[src/rtl/dbg_bus_pkg.sv]
package dbg_bus_pkg;

    // Instruction codes seen from the TAP
    typedef enum logic [1:0] {
        INS_NONE   = 2'd0,
        INS_ADDR   = 2'd1,
        INS_DATA   = 2'd2,
        INS_CANCEL = 2'd3
    } instr_e;

    typedef enum logic [1:0] {
        ST_IDLE = 2'd0,
        ST_BUS  = 2'd1,
        ST_PROT = 2'd2
    } acc_st_e;

    // Status flags, busy in the lowest bit
    typedef struct packed {
        logic prot;
        logic err;
        logic busy;
    } stat_t;

    typedef struct packed {
        logic ld_addr;
        logic start_rd;
        logic start_wr;
        logic cancel;
    } scan_cmd_t;

    localparam int STAT_W   = 3;
    localparam int ADDR_LSB = 4;   // address field start in an address scan

    function automatic logic [3:0] size_step(input logic [1:0] sz);
        return 4'd1 << sz;
    endfunction

    function automatic int unsigned upd_width(input int unsigned aw, input int unsigned dw);
        return (aw + ADDR_LSB > dw) ? aw + ADDR_LSB : dw;
    endfunction

endpackage

[src/rtl/dbg_scan_decode.sv]
module dbg_scan_decode
    import dbg_bus_pkg::*;
#(
    parameter int ADDR_W = 32,
    parameter int DATA_W = 32,
    parameter int UPD_W  = 36
) (
    input  logic [1:0]        instr,
    input  logic              dr_update,
    input  logic              dr_capture,
    input  logic [UPD_W-1:0]  upd_val,
    input  logic              last_rd,
    input  logic              busy,
    output scan_cmd_t         cmd,
    output logic [ADDR_W-1:0] new_addr,
    output logic [1:0]        new_size,
    output logic              new_rd,
    output logic              new_inc,
    output logic [DATA_W-1:0] new_wdata
);

    instr_e ins;
    logic   data_upd;

    assign ins      = instr_e'(instr);
    assign data_upd = dr_update && !busy && (ins == INS_DATA);

    always_comb begin
        new_addr     = upd_val[ADDR_LSB +: ADDR_W];
        new_inc      = upd_val[3];
        new_size     = upd_val[2:1];
        new_rd       = upd_val[0];
        new_wdata    = upd_val[DATA_W-1:0];
        cmd.ld_addr  = dr_update && !busy && (ins == INS_ADDR);
        cmd.start_rd = (cmd.ld_addr && upd_val[0]) || (data_upd && last_rd);
        cmd.start_wr = data_upd && !last_rd;
        cmd.cancel   = dr_capture && busy && (ins == INS_CANCEL);
    end

endmodule

[src/rtl/dbg_access_fsm.sv]
module dbg_access_fsm
    import dbg_bus_pkg::*;
#(
    parameter int ADDR_W = 32,
    parameter int DATA_W = 32
) (
    input  logic              clk,
    input  logic              rst,
    input  scan_cmd_t         cmd,
    input  logic [ADDR_W-1:0] new_addr,
    input  logic [1:0]        new_size,
    input  logic              new_rd,
    input  logic              new_inc,
    input  logic [DATA_W-1:0] new_wdata,
    input  logic              locked,
    input  logic              bus_done,
    input  logic              bus_err,
    input  logic [DATA_W-1:0] bus_rdata,
    output logic              busy,
    output logic              last_rd,
    output logic              err,
    output logic [DATA_W-1:0] rdata,
    output logic              bus_req,
    output logic              bus_we,
    output logic [1:0]        bus_size,
    output logic [ADDR_W-1:0] bus_addr,
    output logic [DATA_W-1:0] bus_wdata
);

    acc_st_e           st_q;
    logic [ADDR_W-1:0] addr_q;
    logic [1:0]        size_q;
    logic              rd_q;
    logic              inc_q;
    logic              err_q;
    logic [DATA_W-1:0] wdata_q;
    logic [DATA_W-1:0] rdata_q;
    logic              start;

    assign start = cmd.start_rd || cmd.start_wr;

    always_ff @(posedge clk) begin
        if (rst) begin
            st_q    <= ST_IDLE;
            addr_q  <= '0;
            size_q  <= '0;
            rd_q    <= 1'b0;
            inc_q   <= 1'b0;
            err_q   <= 1'b1;
            wdata_q <= '0;
            rdata_q <= '0;
        end else begin
            if (cmd.ld_addr) begin
                addr_q <= new_addr;
                size_q <= new_size;
                rd_q   <= new_rd;
                inc_q  <= new_inc;
            end
            if (cmd.start_wr) begin
                wdata_q <= new_wdata;
            end
            unique case (st_q)
                ST_IDLE: begin
                    if (start) begin
                        err_q <= 1'b0;
                        st_q  <= locked ? ST_PROT : ST_BUS;
                    end
                end
                ST_BUS: begin
                    if (cmd.cancel) begin
                        st_q  <= ST_IDLE;
                        err_q <= 1'b1;
                    end else if (bus_done) begin
                        st_q  <= ST_IDLE;
                        err_q <= bus_err;
                        if (rd_q) begin
                            rdata_q <= bus_err ? '0 : bus_rdata;
                        end
                        if (inc_q) begin
                            addr_q <= addr_q + ADDR_W'(size_step(size_q));
                        end
                    end
                end
                ST_PROT: begin
                    st_q  <= ST_IDLE;
                    err_q <= 1'b1;
                    if (rd_q) begin
                        rdata_q <= '0;
                    end
                end
                default: st_q <= ST_IDLE;
            endcase
        end
    end

    assign busy      = (st_q != ST_IDLE);
    assign last_rd   = rd_q;
    assign err       = err_q;
    assign rdata     = rdata_q;
    assign bus_req   = (st_q == ST_BUS);
    assign bus_we    = !rd_q;
    assign bus_size  = size_q;
    assign bus_addr  = addr_q;
    assign bus_wdata = wdata_q;

    // request held with stable address and data
    p_req_stable_r12: assert property (@(posedge clk) disable iff (rst)
        (bus_req && !bus_done && !cmd.cancel) |=>
            (bus_req && $stable(bus_addr) && $stable(bus_wdata)));

    // starting an access clears the error flag
    p_err_clear_r3: assert property (@(posedge clk) disable iff (rst)
        start |=> !err_q);

    // locked start never reaches the bus and fails one cycle later
    p_locked_fail_r10: assert property (@(posedge clk) disable iff (rst)
        (start && locked) |=> (!bus_req ##1 (err_q && !busy)));

    // cancel drops the request and flags an error
    p_cancel_r11: assert property (@(posedge clk) disable iff (rst)
        cmd.cancel |=> (!bus_req && err_q));

endmodule

[src/rtl/dbg_capture.sv]
module dbg_capture
    import dbg_bus_pkg::*;
#(
    parameter int DATA_W = 32,
    parameter int IR_W   = 5,
    parameter int CAP_W  = DATA_W + STAT_W
) (
    input  logic              clk,
    input  logic              rst,
    input  logic [1:0]        instr,
    input  logic              ir_capture,
    input  logic              dr_capture,
    input  stat_t             stat,
    input  logic [DATA_W-1:0] rdata,
    output logic [IR_W-1:0]   ir_cap_val,
    output logic [CAP_W-1:0]  dr_cap_val
);

    logic [IR_W-1:0]   ir_q;
    logic [CAP_W-1:0]  dr_q;
    logic [DATA_W-1:0] data_sel;

    assign data_sel = (!stat.busy && (instr_e'(instr) == INS_DATA)) ? rdata : '0;

    always_ff @(posedge clk) begin
        if (rst) begin
            ir_q <= '0;
            dr_q <= '0;
        end else begin
            if (ir_capture) begin
                ir_q <= IR_W'(stat);
            end
            if (dr_capture) begin
                dr_q <= {data_sel, stat};
            end
        end
    end

    assign ir_cap_val = ir_q;
    assign dr_cap_val = dr_q;

    // busy capture returns an invalid (zero) data field
    p_busy_zero_r4: assert property (@(posedge clk) disable iff (rst)
        (dr_capture && stat.busy) |=> (dr_q[CAP_W-1:STAT_W] == '0 && dr_q[0]));

endmodule

[src/rtl/dbg_bus_bridge.sv]
module dbg_bus_bridge
    import dbg_bus_pkg::*;
#(
    parameter int  ADDR_W = 32,
    parameter int  DATA_W = 32,
    parameter int  IR_W   = 5,
    localparam int CAP_W  = DATA_W + STAT_W,
    localparam int UPD_W  = int'(upd_width(ADDR_W, DATA_W))
) (
    input  logic              clk,
    input  logic              rst,
    input  logic [1:0]        instr,
    input  logic              ir_capture,
    input  logic              dr_capture,
    input  logic              dr_update,
    input  logic [UPD_W-1:0]  dr_upd_val,
    input  logic              flash_locked,
    output logic [IR_W-1:0]   ir_cap_val,
    output logic [CAP_W-1:0]  dr_cap_val,
    output logic              bus_req,
    output logic              bus_we,
    output logic [1:0]        bus_size,
    output logic [ADDR_W-1:0] bus_addr,
    output logic [DATA_W-1:0] bus_wdata,
    input  logic [DATA_W-1:0] bus_rdata,
    input  logic              bus_done,
    input  logic              bus_err
);

    scan_cmd_t         cmd;
    logic [ADDR_W-1:0] new_addr;
    logic [1:0]        new_size;
    logic              new_rd;
    logic              new_inc;
    logic [DATA_W-1:0] new_wdata;
    logic              busy;
    logic              last_rd;
    logic              err;
    logic [DATA_W-1:0] rdata;
    stat_t             stat;

    dbg_scan_decode #(.ADDR_W(ADDR_W), .DATA_W(DATA_W), .UPD_W(UPD_W)) u_decode (
        .instr     (instr),
        .dr_update (dr_update),
        .dr_capture(dr_capture),
        .upd_val   (dr_upd_val),
        .last_rd   (last_rd),
        .busy      (busy),
        .cmd       (cmd),
        .new_addr  (new_addr),
        .new_size  (new_size),
        .new_rd    (new_rd),
        .new_inc   (new_inc),
        .new_wdata (new_wdata)
    );

    dbg_access_fsm #(.ADDR_W(ADDR_W), .DATA_W(DATA_W)) u_fsm (
        .clk      (clk),
        .rst      (rst),
        .cmd      (cmd),
        .new_addr (new_addr),
        .new_size (new_size),
        .new_rd   (new_rd),
        .new_inc  (new_inc),
        .new_wdata(new_wdata),
        .locked   (flash_locked),
        .bus_done (bus_done),
        .bus_err  (bus_err),
        .bus_rdata(bus_rdata),
        .busy     (busy),
        .last_rd  (last_rd),
        .err      (err),
        .rdata    (rdata),
        .bus_req  (bus_req),
        .bus_we   (bus_we),
        .bus_size (bus_size),
        .bus_addr (bus_addr),
        .bus_wdata(bus_wdata)
    );

    assign stat = '{prot: flash_locked, err: err, busy: busy};

    dbg_capture #(.DATA_W(DATA_W), .IR_W(IR_W), .CAP_W(CAP_W)) u_capture (
        .clk       (clk),
        .rst       (rst),
        .instr     (instr),
        .ir_capture(ir_capture),
        .dr_capture(dr_capture),
        .stat      (stat),
        .rdata     (rdata),
        .ir_cap_val(ir_cap_val),
        .dr_cap_val(dr_cap_val)
    );

    // updates during an in-flight access change nothing on the bus
    p_busy_ignore_r5: assert property (@(posedge clk) disable iff (rst)
        (dr_update && bus_req && !bus_done && !cmd.cancel) |=>
            ($stable(bus_addr) && $stable(bus_wdata) && $stable(bus_we)));

endmodule

[config.mk]
export PLATFORM = sky130hd
export DESIGN_NAME = dbg_bus_bridge
export DESIGN_NICKNAME = d
export VERILOG_FILES = /design/src/rtl/dbg_bus_pkg.sv /design/src/rtl/dbg_scan_decode.sv /design/src/rtl/dbg_access_fsm.sv /design/src/rtl/dbg_capture.sv /design/src/rtl/dbg_bus_bridge.sv
export SDC_FILE = /design/constraint.sdc
export NUM_CORES = 1
export LEC_CHECK = 0
export CAP_MARGIN = 10
export CORE_MARGIN = 2
export CORE_UTILIZATION = 55
export DETAILED_ROUTE_END_ITERATION = 10
export DONT_BUFFER_PORTS = 1
export PLACE_DENSITY = 0.81
export SYNTH_ARGS = -nofsm -noshare
export SYNTH_HDL_FRONTEND = slang
export SYNTH_SLANG_ARGS = --single-unit
[constraint.sdc]
create_clock -name clk -period 3 [get_ports clk]
set_clock_uncertainty 0.05 [all_clocks]
set_input_delay 0.6 -clock clk [delete_from_list [all_inputs] [get_ports clk]]
set_output_delay 0.6 -clock clk [all_outputs]
set_load 0.02 [all_outputs]
==> results.md <==
- Outcome: finished, final reports clean
- Fin crit share: 89.82%
- Post-route ant nets: 0
- Yosys warning count: 0
- Reg2reg end: u_fsm.bus_addr[20]
- CTS Buf Count: 17
- DR iter-0 viols: 371
- WS Path Type: reg2reg
- Hold Violations, Final: 0
- Post-synthesis sequential area ratio: 46.51%
- CTS tree: built
- Layout cells sized above 1: 6.586%
- Critical Path Source Type: flop
- Fmax: 371.1 MHz
- Largest net degree at the start of global routing: 143
- Critical path origin: u_fsm.bus_size[0]
- TritonRoute pass-1 iters: 5
- IO buf count: 0
- Residual DRC: 0
- Cell taking the most area after synthesis: dfxtp_1
- Critical path's top delay family: simple AND/OR/NAND/NOR gates
- Vias per std cell: 6.027
- Final setup viols: 0
- Placer's final routability congestion estimate: 0.8821
- Ys async rst share: 0%
- TNS Setup: 0 ps
- FF-to-FF Start: u_fsm.bus_size[0]
- Arrival @ worst endpoint: 3100 ps
- Critical Path, Cell by Cell: nor2b_1 > fa_1 > a211oi_1 > nor2_1 > nand3_2 > or3_1 > a31oi_1
- Vias: 5328
- H-tree levels: 4
- Peak VDD IR: 468.1 µV
- End point of the critical path: u_fsm.bus_addr[20]
- Final std cells w/o fill: 884
- Worst slew pin tran: 822.6 ps
- Share of the synthesized area in the top cell type: 46.51%
- Hold Buf Count CTS: 0
- TritonCTS Sinks: 141
- Core area: 10790 µm²
- Internal reg-to-reg setup slack: 310 ps
- P&R area growth vs syn: 9.606%
- Vias in the first global route: 5142
- First-pass GRT wire length: 24.80 mm
- RSZ-0062 raised after global routing: false
- Die area: 11890 µm²
- Post-synth cell types: 59
- Initial Util: 56.24%
- CTS clk-pin slew, worst paths: 60 ps
- Die Width: 109.1 µm
- Min Tclk post-route: 2695 ps
- Total track usage: 26.62%
- Clk root buf: clkbuf_8
- Leak Pwr: 2.350 nW
- Max-cap violations: 0
- R2R cell count: 7
- Worst stage delay on the critical path: 650 ps
- Fill count: 877
- Critical Path RT: 3410 ps
- Synth top area cells: dfxtp_1 (47%), a21oi_1 (9.2%), nand2_1 (8.7%), nor2_1 (4.1%), nor2b_1 (3.7%)
- Crit path buf inv count: 0
- Highest fanout seen on the critical path: 12
- Endpoint type of the worst setup path: flop
- DP HPWL: 10.65 mm
- Rows: 38
- DR WL/cell: 18.09 µm
- #FFs+latches synth: 141
- Post-Syn Area: 6070 µm²
- Pwr per Cell Area: 654.4 nW/µm²
- Hold depth: 1
- Antenna violations before repair: 0
- Hold Path Class: in2reg
- Detailed Route WL: 15.99 mm
- Pins Over Slew Limit: 0
- Clk Latency, worst-skew pair: 540 ps
- Dpl cells: 852
- Synth Instances: 758
- ANT cells: 0
- Slowest-stage cell, CP: nor2_1
- Die height: 109.1 µm
- Max Root-Sink Buffers: 2
- Worst slew margin: 44.96%
- Number of enable flip-flop cells after synthesis: 0
- IO Count: 186
- Mapped Avg Cell Area: 8.007 µm²
- Synth Flop Type: dfxtp_1
- Levels on crit path: 7
- Final net count: 818
- Grt total ovfl: 0
-- how the worst min path moves through the flow --
stage / from / endpoint
global route: rst / u_fsm.bus_wdata[21]
floorplan: u_fsm.rdata[0] / u_fsm.rdata[0]
detailed placement: u_fsm.rdata[7] / u_fsm.rdata[7]
CTS: rst / u_fsm.bus_wdata[21]
finish: rst / u_fsm.bus_wdata[21]
global placement: u_fsm.rdata[0] / u_fsm.rdata[0]
-- final cells by class --
cell class | instances | area (µm²) | share of cell area [%]
Inverter | 9 | 33.78 | 0.5078
Sequential cell | 141 | 2823 | 42.43
Tap cell | 140 | 175.2 | 2.633
Timing Repair Buffer | 12 | 90.09 | 1.354
Multi-Input combinational cell | 550 | 2965 | 44.57
Clock buffer | 24 | 450.4 | 6.771
Clock inverter | 8 | 115.1 | 1.730
-- logic make-up after synthesis --
family                   synth area share, %
buffers and inverters                  4.762
adder cells (fa/ha/maj)                1.979
multiplexers                           1.381
flip-flops                             46.51
AND/OR/NAND/NOR                        27.21
AO/OA/AOI/OAI                          17.67
XOR/XNOR                              0.4330
other                                0.06178
-- synth_stat cells, types with 2 or more instances --
| library cell | number |
|---|---|
| a21o_1 | 2 |
| nand4b_1 | 5 |
| a31o_1 | 3 |
| a21oi_1 | 112 |
| mux2_1 | 2 |
| nand2b_1 | 2 |
| dfxtp_1 | 141 |
| mux2i_1 | 5 |
| nor2b_1 | 36 |
| and2_1 | 4 |
| nor2_1 | 67 |
| buf_4 | 3 |
| nor3_1 | 4 |
| o21a_1 | 2 |
| o21bai_1 | 5 |
| nor4b_1 | 2 |
| a311oi_1 | 9 |
| inv_1 | 9 |
| nand3_1 | 41 |
| xor2_1 | 3 |
| and4_1 | 5 |
| buf_2 | 12 |
| o211ai_1 | 4 |
| clkbuf_1 | 42 |
| nor4_1 | 3 |
| and3_1 | 10 |
| ha_1 | 8 |
| nand4_1 | 8 |
| o21ai_0 | 5 |
| nand2_1 | 141 |
| and4b_1 | 2 |
| a31oi_1 | 18 |
| o21ai_1 | 7 |
| or3_1 | 5 |
| a211oi_1 | 7 |
-- state kept, by name, indices dropped and copies added, names as in the netlist --
name and count:
u_fsm.last_rd 1, u_fsm.bus_addr 32, u_fsm.inc_q 1, u_fsm.st_q 2
u_fsm.rdata 32, u_capture.dr_cap_val 35, u_fsm.bus_wdata 32, u_capture.ir_cap_val 3
u_fsm.err 1, u_fsm.bus_size 2
-- metrics by stage --
| stage | utilization [%] | setup slack [ps] | area (µm²) | hold slack [ps] | power, mW |
|---|---|---|---|---|---|
| CTS | 61.63 | 183.3 | 6651 | 69.20 | 4.370 |
| floorplan | - | 630.6 | 6073 | 382.3 | 2.308 |
| finish | 61.64 | 305.4 | 6653 | 92.05 | 4.353 |
| detailed placement | 56.39 | 204.8 | 6086 | 390.0 | 2.348 |
| global route | 61.64 | 59.86 | 6653 | 67.18 | 4.487 |
| global placement | 56.39 | 389.2 | 6086 | 383.0 | 2.332 |
-- cell usage in the layout (no fill, tap or decap), drive strengths merged, types with 7 or more instances in the layout --
cell and instances:
dfxtp 141, buf 12, clkbuf 24, o21ai 13
nand4 9, a21oi 112, a31oi 18, nor2 68
a211oi 7, nand2 141, nand3 42, and3 11
a311oi 9, nor2b 36, ha 8, inv 9
-- routing by layer --
metal / GRT usage, % / share of wire, % / vias to the layer above
li1: - / - / 2566
met1: 29.93 / 39 / 2501
met2: 44.06 / 48 / 231
met3: 10.70 / 11 / 30
met4: 12.36 / 2.6 / 0
met5: 0 / 0 / -
-- worst register-to-register path: stages, from the launching register on --
cell and delay [ps]:
dfxtp_1 510, nor2b_1 270, fa_1 270, a211oi_1 90, nor2_1 650, nand3_2 260, or3_1 360, a31oi_1 170
-- power breakdown --
group          internal (mW)  leakage (nW)  switching, mW
Sequential              1.93          1.14          0.123
Clock                   1.28         0.281          0.759
Combinational         0.0945         0.927          0.160
-- repair_timing --
action | in CTS | in global routing
endpoints found under the hold margin | 0 | 0
gates resized for setup | 0 | 1
setup endpoints to repair | 0 | 27
setup buffers | 0 | 0
(Power assumes the default switching activity.)
